$ cat src/rtl/ctm_pkg.sv
package ctm_pkg;
  localparam int BYTE_W = 8;
  localparam int CNT_W  = 16;
  localparam int NCH    = 2;
  localparam int FLAG_W = 1 + 2 * NCH;   // overflow, captures, compares
  localparam int CA_W   = FLAG_W + NCH;  // enables + edge selects
  localparam int CB_W   = 2 * NCH;       // output enables + levels
  localparam int ADDR_W = 4;

  localparam logic [ADDR_W-1:0] A_CTRL_A  = 4'd0;
  localparam logic [ADDR_W-1:0] A_CTRL_B  = 4'd1;
  localparam logic [ADDR_W-1:0] A_STATUS  = 4'd2;
  localparam logic [ADDR_W-1:0] A_CNT_HI  = 4'd3;
  localparam logic [ADDR_W-1:0] A_CNT_LO  = 4'd4;
  localparam logic [ADDR_W-1:0] A_ALT_HI  = 4'd5;
  localparam logic [ADDR_W-1:0] A_ALT_LO  = 4'd6;
  localparam logic [ADDR_W-1:0] A_CAP0_HI = 4'd7;
  localparam logic [ADDR_W-1:0] A_CMP0_HI = 4'd11;

  localparam int FL_OVF = 0;
  localparam int FL_CAP = 1;
  localparam int FL_CMP = 1 + NCH;
endpackage

$ cat src/rtl/ctm_prescale_counter.sv
module ctm_prescale_counter #(
  parameter int PRE_DIV = 4,
  parameter int CNT_W   = 16,
  parameter logic [CNT_W-1:0] RST_VAL = 16'hFFFC
) (
  input  logic             clk,
  input  logic             rst_n,
  input  logic             stop_in,
  output logic             tick,
  output logic             wrap,
  output logic [CNT_W-1:0] cnt_nxt,
  output logic [CNT_W-1:0] cnt_q
);
  localparam int PRE_W = (PRE_DIV > 2) ? $clog2(PRE_DIV) : 1;
  localparam logic [PRE_W-1:0] PRE_LAST = PRE_W'(PRE_DIV - 1);
  localparam logic [PRE_W-1:0] PRE_ONE  = PRE_W'(1);
  localparam logic [CNT_W-1:0] CNT_ONE  = CNT_W'(1);

  logic [PRE_W-1:0] pre_q;

  assign tick    = !stop_in && (pre_q == PRE_LAST);
  assign cnt_nxt = cnt_q + CNT_ONE;
  assign wrap    = tick && (&cnt_q);

  always_ff @(posedge clk or negedge rst_n) begin
    if (!rst_n) begin
      pre_q <= '0;
      cnt_q <= RST_VAL;
    end else if (!stop_in) begin
      pre_q <= tick ? '0 : pre_q + PRE_ONE;
      if (tick) cnt_q <= cnt_nxt;
    end
  end
endmodule

$ cat src/rtl/ctm_capture.sv
module ctm_capture #(
  parameter int CNT_W = 16
) (
  input  logic             clk,
  input  logic             rst_n,
  input  logic             pin,
  input  logic             rise_sel,
  input  logic [CNT_W-1:0] cnt,
  output logic             hit,
  output logic [CNT_W-1:0] cap_q
);
  logic pin_prev;

  assign hit = rise_sel ? (pin && !pin_prev) : (!pin && pin_prev);

  always_ff @(posedge clk or negedge rst_n) begin
    if (!rst_n) begin
      pin_prev <= 1'b0;
      cap_q    <= '0;
    end else begin
      pin_prev <= pin;
      if (hit) cap_q <= cnt;
    end
  end
endmodule

$ cat src/rtl/ctm_compare.sv
module ctm_compare #(
  parameter int CNT_W  = 16,
  parameter int BYTE_W = 8
) (
  input  logic              clk,
  input  logic              rst_n,
  input  logic              wr_hi,
  input  logic              wr_lo,
  input  logic [BYTE_W-1:0] wr_byte,
  input  logic              tick,
  input  logic [CNT_W-1:0]  cnt_nxt,
  input  logic              oe,
  input  logic              lvl,
  output logic              hit,
  output logic              pin_q,
  output logic [CNT_W-1:0]  cmp_q
);
  logic inhibit_q;

  assign hit = tick && !inhibit_q && (cnt_nxt == cmp_q);

  // compare value is deliberately left out of reset
  always_ff @(posedge clk) begin
    if (wr_hi) cmp_q[CNT_W-1:BYTE_W] <= wr_byte[CNT_W-BYTE_W-1:0];
    if (wr_lo) cmp_q[BYTE_W-1:0]     <= wr_byte;
  end

  always_ff @(posedge clk or negedge rst_n) begin
    if (!rst_n) begin
      inhibit_q <= 1'b1;
      pin_q     <= 1'b0;
    end else begin
      if (wr_hi)      inhibit_q <= 1'b1;
      else if (wr_lo) inhibit_q <= 1'b0;
      if (hit && oe) pin_q <= lvl;
    end
  end
endmodule

$ cat src/rtl/ctm_timer.sv
module ctm_timer
  import ctm_pkg::*;
#(
  parameter int PRE_DIV = 4,
  parameter logic [CNT_W-1:0] CNT_RST = 16'hFFFC
) (
  input  logic              clk,
  input  logic              rst_n,
  input  logic [ADDR_W-1:0] addr,
  input  logic              wr_en,
  input  logic              rd_en,
  input  logic [BYTE_W-1:0] wr_data,
  output logic [BYTE_W-1:0] rd_data,
  input  logic [NCH-1:0]    cap_pin,
  output logic [NCH-1:0]    cmp_pin,
  output logic              irq,
  input  logic              stop_in
);
  logic                        tick, wrap;
  logic [CNT_W-1:0]            cnt_q, cnt_nxt;
  logic [CA_W-1:0]             ctrl_a;
  logic [CB_W-1:0]             ctrl_b;
  logic [FLAG_W-1:0]           flags, arm, set_v, clr_v;
  logic [NCH-1:0][CNT_W-1:0]   cap_val, cmp_val;
  logic [NCH-1:0]              cap_hit, cmp_hit;
  logic [BYTE_W-1:0]           lo_buf;
  logic                        lo_held;
  logic                        st_rd, hi_rd, lo_rd;

  assign st_rd = rd_en && (addr == A_STATUS);
  assign hi_rd = rd_en && (addr == A_CNT_HI || addr == A_ALT_HI);
  assign lo_rd = rd_en && (addr == A_CNT_LO || addr == A_ALT_LO);

  ctm_prescale_counter #(.PRE_DIV(PRE_DIV), .CNT_W(CNT_W), .RST_VAL(CNT_RST)) u_cnt (
    .clk(clk), .rst_n(rst_n), .stop_in(stop_in), .tick(tick), .wrap(wrap),
    .cnt_nxt(cnt_nxt), .cnt_q(cnt_q)
  );

  assign set_v[FL_OVF] = wrap;
  assign clr_v[FL_OVF] = arm[FL_OVF] && rd_en && (addr == A_CNT_LO);

  for (genvar i = 0; i < NCH; i++) begin : g_cap
    localparam logic [ADDR_W-1:0] LO_A = ADDR_W'(A_CAP0_HI + 2 * i + 1);
    ctm_capture #(.CNT_W(CNT_W)) u_cap (
      .clk(clk), .rst_n(rst_n), .pin(cap_pin[i]), .rise_sel(ctrl_a[FLAG_W+i]),
      .cnt(cnt_q), .hit(cap_hit[i]), .cap_q(cap_val[i])
    );
    assign set_v[FL_CAP+i] = cap_hit[i];
    assign clr_v[FL_CAP+i] = arm[FL_CAP+i] && rd_en && (addr == LO_A);
  end

  for (genvar i = 0; i < NCH; i++) begin : g_cmp
    localparam logic [ADDR_W-1:0] HI_A = ADDR_W'(A_CMP0_HI + 2 * i);
    localparam logic [ADDR_W-1:0] LO_A = ADDR_W'(A_CMP0_HI + 2 * i + 1);
    ctm_compare #(.CNT_W(CNT_W), .BYTE_W(BYTE_W)) u_cmp (
      .clk(clk), .rst_n(rst_n),
      .wr_hi(wr_en && addr == HI_A), .wr_lo(wr_en && addr == LO_A),
      .wr_byte(wr_data), .tick(tick), .cnt_nxt(cnt_nxt),
      .oe(ctrl_b[i]), .lvl(ctrl_b[NCH+i]),
      .hit(cmp_hit[i]), .pin_q(cmp_pin[i]), .cmp_q(cmp_val[i])
    );
    assign set_v[FL_CMP+i] = cmp_hit[i];
    assign clr_v[FL_CMP+i] = arm[FL_CMP+i] && wr_en && (addr == LO_A);
  end

  always_ff @(posedge clk or negedge rst_n) begin
    if (!rst_n) begin
      ctrl_a  <= '0;
      ctrl_b  <= '0;
      flags   <= '0;
      arm     <= '0;
      lo_buf  <= '0;
      lo_held <= 1'b0;
    end else begin
      if (wr_en && addr == A_CTRL_A) ctrl_a <= wr_data[CA_W-1:0];
      if (wr_en && addr == A_CTRL_B) ctrl_b <= wr_data[CB_W-1:0];
      flags <= (flags & ~clr_v) | set_v;
      arm   <= (arm | (st_rd ? flags : '0)) & ~clr_v;
      if (hi_rd && !lo_held) begin
        lo_buf  <= cnt_q[BYTE_W-1:0];
        lo_held <= 1'b1;
      end else if (lo_rd) begin
        lo_held <= 1'b0;
      end
    end
  end

  always_comb begin
    rd_data = '0;
    if (rd_en) begin
      case (addr)
        A_CTRL_A:           rd_data = BYTE_W'(ctrl_a);
        A_CTRL_B:           rd_data = BYTE_W'(ctrl_b);
        A_STATUS:           rd_data = BYTE_W'(flags);
        A_CNT_HI, A_ALT_HI: rd_data = cnt_q[CNT_W-1:BYTE_W];
        A_CNT_LO, A_ALT_LO: rd_data = lo_held ? lo_buf : cnt_q[BYTE_W-1:0];
        default:            rd_data = '0;
      endcase
      for (int i = 0; i < NCH; i++) begin
        if (addr == ADDR_W'(A_CAP0_HI + 2 * i))     rd_data = cap_val[i][CNT_W-1:BYTE_W];
        if (addr == ADDR_W'(A_CAP0_HI + 2 * i + 1)) rd_data = cap_val[i][BYTE_W-1:0];
        if (addr == ADDR_W'(A_CMP0_HI + 2 * i))     rd_data = cmp_val[i][CNT_W-1:BYTE_W];
        if (addr == ADDR_W'(A_CMP0_HI + 2 * i + 1)) rd_data = cmp_val[i][BYTE_W-1:0];
      end
    end
  end

  assign irq = |(flags & ctrl_a[FLAG_W-1:0]);
endmodule

$ cat config.mk
export PLATFORM = sky130hd
export DESIGN_NAME = ctm_timer
export DESIGN_NICKNAME = d
export VERILOG_FILES = /design/src/rtl/ctm_pkg.sv /design/src/rtl/ctm_prescale_counter.sv /design/src/rtl/ctm_capture.sv /design/src/rtl/ctm_compare.sv /design/src/rtl/ctm_timer.sv
export SDC_FILE = /design/constraint.sdc
export NUM_CORES = 1
export LEC_CHECK = 0
export BUFFER_PORTS_ARGS = -buffer_cell sky130_fd_sc_hd__buf_2
export CAP_MARGIN = 30
export CELL_PAD_IN_SITES_DETAIL_PLACEMENT = 0
export CELL_PAD_IN_SITES_GLOBAL_PLACEMENT = 1
export CORE_MARGIN = 2
export CORE_UTILIZATION = 35
export CTS_CLUSTER_DIAMETER = 30
export CTS_CLUSTER_SIZE = 16
export DETAILED_ROUTE_END_ITERATION = 8
export PLACE_DENSITY_LB_ADDON = 0.1
export SYNTH_ARGS = -nofsm -noshare
export SYNTH_HDL_FRONTEND = slang
export SYNTH_SLANG_ARGS = --single-unit
$ cat constraint.sdc
create_clock -name clk -period 6.8 [get_ports clk]
set_clock_uncertainty 0.2 [all_clocks]
set_input_delay 0.34 -clock clk [delete_from_list [all_inputs] [get_ports clk]]
set_output_delay 0.34 -clock clk [all_outputs]
set_load 0.05 [all_outputs]
==> metrics.md, run 1 <==
| Metric | Value |
|---|---|
| Rows | `49` |
| Number of CTS-inserted buffers | `17` |
| Synth Register Bits | `118` |
| Ys Warns | `0` |
| GPL Wtd Cong | `slightly below 1` |
| Initial antenna violation count | `0` |
| Post-synth top flop | `dfrtp_1` |
| CTS Root Cell | `clkbuf_16` |
| Min Clock Period, post-route | `3.54 ns` |
| Post-Synth Simple-Gate Area | `0.165` |
| DR iter-0 viols | `510` |
| Die height | `141 um` |
| Detailed placement HPWL | `roughly 16 mm` |
| GRT Total Usage | `0.231` |
| IO Pins | `30` |
| Fraction of the mapped netlist area in adder cells | `0.00384` |
| Post-Route Setup TNS | `0 ns` |
| First-pass GRT wire length | `33.0 mm` |
| CP endpoint kind | `primary output` |
| Critical path arrival | `3.00 ns` |
| Sequential share of the synthesized area | `0.480` |
| FFs w/ async S/R, synth | `0.729` |
| Tcrit/Tclk final | `0.520` |
| Initial Util | `0.359` |
| Critical path peak fanout | `29` |
| ANT nets after route | `0` |
| Largest net degree at the start of global routing | `61` |
| Nets | `658` |
| Worst skew pair latency | `0.43 ns` |
| Dominant cell type by area after synthesis | `dfrtp_1` |
| Input/output buffers | `29` |
| Vias | `5097` |
| DRC Markers | `0` |
| Antenna diodes | `0` |
| Compound-Gate Fraction of Synth Area | `0.135` |
| Critical path required time | `6.26 ns` |
| Die area | `19700 sq um` |
| Fin cells | `879` |
| Largest family of logic cells by synthesized area | `simple AND/OR/NAND/NOR gates` |
| Drt via density | `5.80` |
| Static Leak | `between 0.003 and 0.004 uW` |
| Post-CTS Setup Inserts | `0` |
| Dpl cells | `roughly 840` |
| Average routed wire per standard cell | `24.8 um` |
| Worst-path clk slew | `0.06 ns` |
| Area Overhead vs Synth | `14.4%` |
| Cell Area, Synth | `6520 sq um` |
| Post-synthesis xor/xnor area fraction | `0.0823` |
| Rel. slew slack | `0.434` |
| Yosys cell types | `67` |
| RSZ-0062 raised after global routing | `false` |
| Fraction of layout cells with a size suffix above 1 | `0.231` |
| Peak supply drop | `a little under 0.2 mV` |
| Syn Area/Cell | `10.6 sq um` |
| Maxcap violations | `0` |
| Pre-Repair DR Iteration Count | `5` |
| Max Slew Vio Count | `0` |
| Fmax | `283 MHz` |
| Vias in the first global route | `between 4000 and 5000` |
| H-tree depth | `4` |
| Final Hold Fails | `0` |
| Grt total ovfl | `0` |
| Synthesized instance count | `618` |
| Worst slew pin tran | `approximately 0.85 ns` |
| Pwr Density | `approximately 290 nW/um^2` |
| Post-Route WL | `21.8 mm` |
| Number of synthesized flops with an enable pin | `32` |
| Area share of the largest cell type after synthesis | `0.269` |
| Setup violations, final | `0` |
| Crit path kind | `primary input to primary output` |
| Core ar. | `18100 sq um` |
| CTS tree | `yes` |
| Min-Delay Path Class | `primary input to flop` |
| Largest cells by area after synthesis | `dfrtp_1, edfxtp_1, mux2_2` |
| Resized cells post-CTS | `0` |
| Outcome | `complete, no violations` |
| Clk sinks | `118` |
| Max clock buf depth | `2` |
| Die width | `141 um` |
| Startpoint types | `primary input` |
| Mux cell area share after synthesis | `0.0990` |
| Post-Syn Nets | `639` |
[where the power goes]
part | switching, uW | total, uW | internal, uW
Sequential | 120 | 942 | 822
Clock | 370 | 867 | 497
Combinational | 184 | 330 | 146
Total | 673 | 2140 | 1470
[repair_timing]
action                                  CTS  global route
endpoints found under the setup margin    0             0
hold buffers                              8             0
endpoints found under the hold margin    45             0
[per-layer routing]
layer	GRT usage	up-vias	share of wire	wire, um
met4	0.0958	0	0.032	707
met3	0.0366	39	0.043	929
met2	0.347	175	0.45	9870
met1	0.332	2579	0.47	10300
met5	0	-	0	0
li1	-	2304	-	-
[cells in the final DEF (no fill, tap or decap), drive strengths merged, types with 7 or more instances in the layout]
| cell type | instances |
|---|---|
| dfrtp | 70 |
| inv | 16 |
| dlygate4sd3 | 8 |
| nand3 | 22 |
| edfxtp | 32 |
| nand4 | 14 |
| clkbuf | 19 |
| xor2 | 22 |
| and3 | 7 |
| clkinv | 7 |
| a21oi | 27 |
| nor2b | 13 |
| buf | 32 |
| xnor2 | 34 |
| nor4 | 8 |
| nor3 | 12 |
| dfstp | 16 |
| mux2 | 52 |
| a22oi | 9 |
| nor2 | 28 |
| nand2 | 64 |
| o21ai | 49 |
[path summary, 6_finish.rpt]
kind,to,startpoint,cells after the start,slack [ns]
max,rd_data[2],addr[2],9,3.26
min,g_cmp[0].u_cmp.cmp_q[9],wr_data[1],1,0.005
max reg2reg,g_cmp[0].u_cmp.pin_q,u_cnt.cnt_q[2],6,3.50
min reg2reg,arm[3],arm[3],1,0.29
max in group asynchronous,g_cap[1].u_cap.cap_q[10],rst_n,3,5.04
min in group asynchronous,lo_buf[4],rst_n,2,0.17
[cell type report]
cell class	count	area [sq um]
Tap cell	229	287
Multi-Input combinational cell	449	3170
Clock buffer	19	454
Inverter	11	41.3
Timing Repair Buffer	40	258
Fill cell	1815	10700
Sequential cell	118	3130
Clock inverter	13	114
[cell families (layout without fill, tap and decap cells)]
group / after synthesis / after routing
AND/OR/NAND/NOR: 195 / 195
AO/OA/AOI/OAI: 136 / 136
multiplexers: 58 / 58
buffers and inverters: 51 / 83
adder cells (fa/ha/maj): 2 / 2
flip-flops: 118 / 118
XOR/XNOR: 58 / 58
[through the flow]
| step | worst slack [ns] | power [uW] | util | hold WS, ns | instance area, sq um |
|---|---|---|---|---|---|
| floorplan | 3.69 | 1150 | - | -0.156 | 6520 |
| global placement | 3.35 | 1270 | 0.375 | 0.0825 | 6800 |
| detailed placement | 3.31 | 1280 | 0.375 | 0.0914 | 6810 |
| CTS | 3.30 | 2150 | 0.411 | 0.00174 | 7460 |
| global route | 3.05 | 2230 | 0.411 | 0.00898 | 7460 |
| finish | 3.26 | 2140 | 0.411 | 0.00538 | 7460 |
[state kept, by name, indices dropped and copies added (netlist names)]
signal	flops
g_cmp.u_cmp.inhibit_q	2
ctrl_a	7
lo_buf	8
arm	5
g_cmp.u_cmp.cmp_q	32
u_cnt.pre_q	2
u_cnt.cnt_q	16
g_cap.u_cap.pin_prev	2
g_cap.u_cap.cap_q	32
lo_held	1
g_cmp.u_cmp.pin_q	2
ctrl_b	4
flags	5
[worst max-delay path, stage by stage]
cell and delay, ns:
buf_2 0.40, xor2_1 0.66, a22o_1 0.27, a22oi_1 0.08, o221ai_1 0.20, a22oi_1 0.11, or3_1 0.40, a21oi_1 0.21
buf_2 0.31
[cell usage after synthesis, drive strengths merged (6+ instances only)]
| cell | count |
|---|---|
| dfrtp | 70 |
| nand2 | 64 |
| mux2 | 52 |
| o21ai | 49 |
| xnor2 | 34 |
| edfxtp | 32 |
| nor2 | 28 |
| a21oi | 27 |
| clkbuf | 23 |
| nand3 | 22 |
| xor2 | 22 |
| buf | 17 |
| dfstp | 16 |
| nand4 | 14 |
| nor2b | 13 |
| nor3 | 12 |
| inv | 11 |
| a22oi | 9 |
| nor4 | 8 |
| and3 | 7 |
| a22o | 6 |
| a31oi | 6 |
| mux2i | 6 |
| o22ai | 6 |
No activity file was read; power rests on OpenSTA's default activity.
==> run 2: changes to the inputs <==
==> constraint.sdc (replaced) <==
create_clock -name clk -period 3.2 [get_ports clk]
set_clock_uncertainty 0.2 [all_clocks]
set_input_delay 0.16 -clock clk [delete_from_list [all_inputs] [get_ports clk]]
set_output_delay 0.16 -clock clk [all_outputs]
set_load 0.05 [all_outputs]
==> metrics.md, run 2 (synthesized netlist as in run 1, its figures left out) <==
| Metric | Value |
|---|---|
| Outcome | `complete, no violations (unchanged)` |
| Worst slew pin tran | `0.714 ns (was 0.850 ns)` |
| Input/output buffers | `29 (unchanged)` |
| Drt via density | `5.68 (was 5.80)` |
| Vias | `5216 (was 5097)` |
| Initial antenna violation count | `0 (unchanged)` |
| Startpoint types | `flop (was primary input)` |
| CTS tree | `yes (unchanged)` |
| Average routed wire per standard cell | `25.3 um (was 24.8 um)` |
| RSZ-0062 raised after global routing | `false (unchanged)` |
| Antenna diodes | `0 (unchanged)` |
| Number of CTS-inserted buffers | `17 (unchanged)` |
| Clk sinks | `118 (unchanged)` |
| H-tree depth | `4 (unchanged)` |
| Worst path cell trace | `nand2_1 > nor4_4 > xnor2_1 > a2111oi_2 > and2_1 > nand4_1 > mux2_1 (was buf_2 > xor2_1 > a22o_1 > a22oi_1 > o221ai_1 > a22oi_1 > or3_1 > a21oi_1 > buf_2)` |
| Fraction of layout cells with a size suffix above 1 | `0.265 (was 0.231)` |
| Crit-path max cell delay | `0.68 ns (was 0.66 ns)` |
| Power share of the sequential group | `0.409 (was 0.440)` |
| Vias in the first global route | `5350 (was 4952)` |
| Worst-path clk slew | `0.06 ns (about the same)` |
| Critical path peak fanout | `12 (was 29)` |
| Switching power | `1430 uW (was 673 uW)` |
| Nets | `698 (was 658)` |
| Tcrit/Tclk final | `0.951` |
| Min-Delay Path Class | `primary input to asynchronous set/reset pin (was primary input to flop)` |
| Reg area | `3130 sq um (unchanged)` |
| GRT Total Usage | `0.247 (was 0.231)` |
| Peak supply drop | `0.403 mV (was 0.192 mV)` |
| Final Hold Fails | `0 (unchanged)` |
| CTS Root Cell | `clkbuf_16 (unchanged)` |
| Area Overhead vs Synth | `19.8% (was 14.4%)` |
| Die height | `141 um (unchanged)` |
| Largest net degree at the start of global routing | `61 (unchanged)` |
| Max clock buf depth | `2 (unchanged)` |
| ANT nets after route | `0 (unchanged)` |
| Finished Cell Area | `7810 sq um (was 7460 sq um)` |
| Pre-Repair DR Iteration Count | `5 (unchanged)` |
| Die area | `19700 sq um (unchanged)` |
| Internal power | `3260 uW (was 1470 uW)` |
| Setup violations, final | `0 (unchanged)` |
| Max Slew Vio Count | `0 (unchanged)` |
| GPL Wtd Cong | `0.889 (was 0.988)` |
| Post-Route WL | `23.2 mm (was 21.8 mm)` |
| Post-Route Setup TNS | `0 ns (unchanged)` |
| DRC Markers | `0 (unchanged)` |
| Rows | `49 (unchanged)` |
| Slowest CP cell | `dfstp_2 (was xor2_1)` |
| Rel. slew slack | `0.522 (was 0.434)` |
| Largest regs | `g_cap.u_cap.cap_q: 32 flops, g_cmp.u_cmp.cmp_q: 32 flops, u_cnt.cnt_q: 16 flops (unchanged)` |
| Commonest non-fill, non-tap cell in the layout | `dfrtp_1 (unchanged)` |
| Initial Util | `0.359 (unchanged)` |
| CP endpoint kind | `flop (was primary output)` |
| First-pass GRT wire length | `35.3 mm (was 33.0 mm)` |
| Detailed placement HPWL | `17.2 mm (was 16.1 mm)` |
| Critical path required time | `3.31 ns (was 6.26 ns)` |
| Commonest non-fill, non-tap cells in the layout | `dfrtp_1, nand2_1, mux2_2 (unchanged)` |
| Pwr Density | `600 nW/um^2 (was 287 nW/um^2)` |
| Static Leak | `0.00321 uW (was 0.00301 uW)` |
| Net Sw Frac | `0.304 (was 0.315)` |
| IO Pins | `30 (unchanged)` |
| Worst skew pair latency | `0.43 ns (about the same)` |
| Crit path buf inv count | `0 (was 2)` |
| Crit path kind | `flop to flop (was primary input to primary output)` |
| Top cell family by delay on the critical path | `simple AND/OR/NAND/NOR gates (was compound AO/OA/AOI/OAI gates)` |
| Die width | `141 um (unchanged)` |
| Min Clock Period, post-route | `approximately 3 ns` |
| DR iter-0 viols | `523 (was 510)` |
| Combinational power share | `0.184 (was 0.154)` |
| Grt total ovfl | `0 (unchanged)` |
| Post-CTS Setup Inserts | `0 (unchanged)` |
| Core ar. | `18100 sq um (unchanged)` |
| Fmax | `329 MHz` |
| Multi-input logic area | `3180 sq um (was 3170 sq um)` |
| Area after DPL | `7070 sq um (was 6810 sq um)` |
| Clk pwr share | `0.407 (was 0.406)` |
| Maxcap violations | `0 (unchanged)` |
| Fill cells | `1753 (was 1815)` |
| Critical path arrival | `3.16 ns (was 3.00 ns)` |
## run 2: cell count changes in the layout (fill, tap and decap cells not counted), moves of 2 or more
cell / previous run / this run
buf_4: 3 / 37
dlygate4sd3_1: 8 / 15
bufinv_16: 0 / 2
inv_8: 2 / 0
## run 2: path summary, 6_finish.rpt
check                                from                       end  slack [ns]  cells after the start
max in group asynchronous           rst_n   g_cap[0].u_cap.cap_q[8]        1.59                      3
setup / recovery           u_cnt.cnt_q[3]      g_cmp[1].u_cmp.pin_q        0.16                      7
min in group clk                  addr[2]                   lo_held        0.19                      5
hold reg to reg                    arm[1]                    arm[1]        0.29                      1
setup reg to reg           u_cnt.cnt_q[3]      g_cmp[1].u_cmp.pin_q        0.16                      7
hold / removal                      rst_n  g_cap[0].u_cap.cap_q[14]        0.12                      3
## run 2: final cells by class
| cell class | instances | share of cell area |
|---|---|---|
| Timing Repair Buffer | 80 | 0.0756 |
| Multi-Input combinational cell | 449 | 0.407 |
| Tap cell | 229 | 0.0367 |
| Sequential cell | 118 | 0.401 |
| Clock buffer | 18 | 0.0549 |
| Clock inverter | 14 | 0.0194 |
| Inverter | 11 | 0.00529 |
## run 2: power by group through the flow
| stage | clock network (uW) | registers, uW | logic [uW] |
|---|---|---|---|
| after global routing | 2010 | 1940 | 938 |
| after detailed placement | 0 | 1940 | 839 |
| after floorplan | 0 | 1860 | 591 |
| after CTS | 1940 | 1910 | 861 |
| after global placement | 0 | 1930 | 831 |
| final | 1910 | 1920 | 865 |
## run 2: worst register-to-register path, stage by stage (launching register included)
cell and delay [ns]:
dfstp_2 0.68, nand2_1 0.30, nor4_4 0.43, xnor2_1 0.16, a2111oi_2 0.52, and2_1 0.20
nand4_1 0.11, mux2_1 0.34
## run 2: metrics by stage
step	utilization	total power [uW]	worst slack [ns]	cells	hold slack, ns
after detailed placement	0.390	2780	0.238	872	-0.143
final	0.431	4690	0.156	919	0.121
after global routing	0.431	4890	0.0562	919	0.166
after CTS	0.430	4710	0.141	919	0.150
after floorplan	-	2450	0.371	618	-0.336
after global placement	0.388	2760	0.277	871	0.0903
## run 2: timing repair
item / in CTS / in global routing
hold endpoints to repair: 135 / 0
setup endpoints to repair: 0 / 1
hold buffers: 15 / 0
resized for setup: 0 / 4
## run 2: routing by layer
layer	vias up	GRT usage	share of wire
met5	-	0	0
li1	2371	-	-
met4	0	0.0811	0.023
met2	187	0.387	0.47
met1	2623	0.350	0.45
met3	35	0.0400	0.056
==> run 3: changes to the inputs <==
--- a/config.mk
+++ b/config.mk
@@ -9,7 +9,6 @@
 export CAP_MARGIN = 30
 export CELL_PAD_IN_SITES_DETAIL_PLACEMENT = 0
 export CELL_PAD_IN_SITES_GLOBAL_PLACEMENT = 1
-export CORE_MARGIN = 2
 export CORE_UTILIZATION = 35
 export CTS_CLUSTER_DIAMETER = 30
 export CTS_CLUSTER_SIZE = 16
==> constraint.sdc (replaced) <==
create_clock -name clk -period 3.64 [get_ports clk]
set_clock_uncertainty 0.2 [all_clocks]
set_input_delay 0.182 -clock clk [delete_from_list [all_inputs] [get_ports clk]]
set_output_delay 0.182 -clock clk [all_outputs]
set_load 0.05 [all_outputs]
==> metrics.md, run 3 (synthesized netlist as in run 1, its figures left out) <==
| Metric | Value |
|---|---|
| Outcome | `complete, no violations (unchanged)` |
| Max clock buf depth | `2 (unchanged)` |
| Area Overhead vs Synth | `17.2% (was 19.8%)` |
| Hold path cells | `4` |
| Fill cells | `1741 (was 1753)` |
| Fmax | `302 MHz` |
| CTS tree | `yes (unchanged)` |
| Antenna diodes | `0 (unchanged)` |
| CTS Root Cell | `clkbuf_16 (unchanged)` |
| Post-Route Setup TNS | `0 ns (unchanged)` |
| Worst-path clk slew | `0.06 ns (about the same)` |
| RSZ-0062 raised after global routing | `false (unchanged)` |
| Vias in the first global route | `5201 (was 5350)` |
| Fraction of layout cells with a size suffix above 1 | `0.253 (was 0.265)` |
| Min Clock Period, post-route | `3.31 ns` |
| Area after DPL | `6960 sq um (was 7070 sq um)` |
| Final Hold Fails | `0 (unchanged)` |
| IO Pins | `30 (unchanged)` |
| Min-Delay Path Class | `primary input to flop (was primary input to asynchronous set/reset pin)` |
| Peak supply drop | `0.346 mV (was 0.403 mV)` |
| Commonest non-fill, non-tap cell in the layout | `dfrtp_1 (unchanged)` |
| Input/output buffers | `29 (unchanged)` |
| Resized cells post-CTS | `0 (unchanged)` |
| Die area | `19200 sq um (was 19700 sq um)` |
| Critical path required time | `3.26 ns (was 3.31 ns)` |
| Post-Route WL | `23.2 mm (about the same)` |
| Average routed wire per standard cell | `25.7 um (was 25.3 um)` |
| Pwr Density | `529 nW/um^2 (was 600 nW/um^2)` |
| Number of CTS-inserted buffers | `17 (unchanged)` |
| DRC Markers | `0 (unchanged)` |
| Max Slew Vio Count | `0 (unchanged)` |
| Worst skew pair latency | `0.43 ns (about the same)` |
| Critical path arrival | `2.93 ns (was 3.16 ns)` |
| R2R depth | `7 (unchanged)` |
| First-pass GRT wire length | `34.9 mm (was 35.3 mm)` |
| Setup violations, final | `0 (unchanged)` |
| Clk sinks | `118 (unchanged)` |
| Nets | `681 (was 698)` |
| Dpl cells | `858 (was 872)` |
| Largest regs | `g_cap.u_cap.cap_q: 32 flops, g_cmp.u_cmp.cmp_q: 32 flops, u_cnt.cnt_q: 16 flops (unchanged)` |
| Drt via density | `5.81 (was 5.68)` |
| H-tree depth | `4 (unchanged)` |
| Tcrit/Tclk final | `0.911` |
| Largest net degree at the start of global routing | `42 (was 61)` |
| Maxcap violations | `0 (unchanged)` |
| CP endpoint kind | `primary output (was flop)` |
| Core ar. | `18100 sq um (about the same)` |
| Pre-Repair DR Iteration Count | `5 (unchanged)` |
| Multi-input logic area | `3170 sq um (was 3180 sq um)` |
| Detailed placement HPWL | `17.4 mm (was 17.2 mm)` |
| Fin cells | `902 (was 919)` |
| Critical path peak fanout | `4 (was 12)` |
| Die width | `139 um (was 141 um)` |
| Rel. slew slack | `0.526 (was 0.522)` |
| Worst slew pin tran | `0.709 ns (was 0.714 ns)` |
| Finished Cell Area | `7640 sq um (was 7810 sq um)` |
| Static Leak | `0.00311 uW (was 0.00321 uW)` |
| ANT nets after route | `0 (unchanged)` |
| Commonest non-fill, non-tap cells in the layout | `dfrtp_1, nand2_1, mux2_2 (unchanged)` |
| Initial antenna violation count | `0 (unchanged)` |
| Die height | `139 um (was 141 um)` |
| GRT Total Usage | `0.253 (was 0.247)` |
| GPL Wtd Cong | `0.907 (was 0.889)` |
| Vias | `5245 (was 5216)` |
| Crit path kind | `flop to primary output (was flop to flop)` |
| DR iter-0 viols | `531 (was 523)` |
| Reg area | `3130 sq um (unchanged)` |
| Startpoint types | `flop (unchanged)` |
| Rows | `49 (unchanged)` |
| Initial Util | `0.361 (was 0.359)` |
| Grt total ovfl | `0 (unchanged)` |
==> run 3: what timing repair did <==
item                      CTS  global route
hold endpoints to repair   84             0
setup buffers               0             0
hold buffers               12             0
==> run 3: power breakdown <==
part	internal (uW)	switching, uW	total, uW
combinational	302	417	719
clock	898	716	1610
sequential	1540	175	1710
total	2740	1310	4040
==> run 3: layout make-up <==
cell class	count	area share
Sequential cell	118	0.410
Clock buffer	17	0.0557
Timing Repair Buffer	63	0.0583
Clock inverter	15	0.0177
Inverter	11	0.00540
Multi-Input combinational cell	449	0.415
Tap cell	229	0.0375
==> run 3: worst max-delay path, stage by stage, from the launching register on <==
cell and delay [ns]:
dfrtp_1 0.49, nand2b_1 0.09, a2111oi_0 0.41, buf_4 0.20, a221o_1 0.11, a22oi_1 0.08
o21ai_0 0.44, o21ai_0 0.24, a21oi_1 0.16, buf_2 0.28
==> run 3: final timing paths <==
check                                from                       end  slack, ns
max in group asynchronous           rst_n  g_cmp[1].u_cmp.inhibit_q       2.46
hold reg to reg                    arm[3]                    arm[3]       0.29
hold / removal                      wr_en                    arm[4]      0.007
setup / recovery                 flags[4]                rd_data[4]       0.33
min in group asynchronous           rst_n  g_cap[0].u_cap.cap_q[12]       0.10
setup reg to reg           u_cnt.cnt_q[2]      g_cmp[0].u_cmp.pin_q       0.41
==> run 3: metrics by stage <==
stage / util / worst slack (ns) / hold slack [ns] / power [uW]
after detailed placement: 0.385 / 0.481 / 0.00619 / 2440
after floorplan: - / 0.789 / -0.314 / 2160
after global placement: 0.384 / 0.472 / 0.115 / 2420
after global routing: 0.422 / 0.155 / 0.0167 / 4190
final: 0.422 / 0.325 / 0.00669 / 4040
after CTS: 0.422 / 0.385 / 0.00330 / 4060
==> run 3: metal layers <==
metal	routed length, um	track usage	up-vias
li1	-	-	2351
met1	10600	0.346	2676
met2	10900	0.407	179
met3	1070	0.0364	39
met4	538	0.0934	0
met5	0	0	-
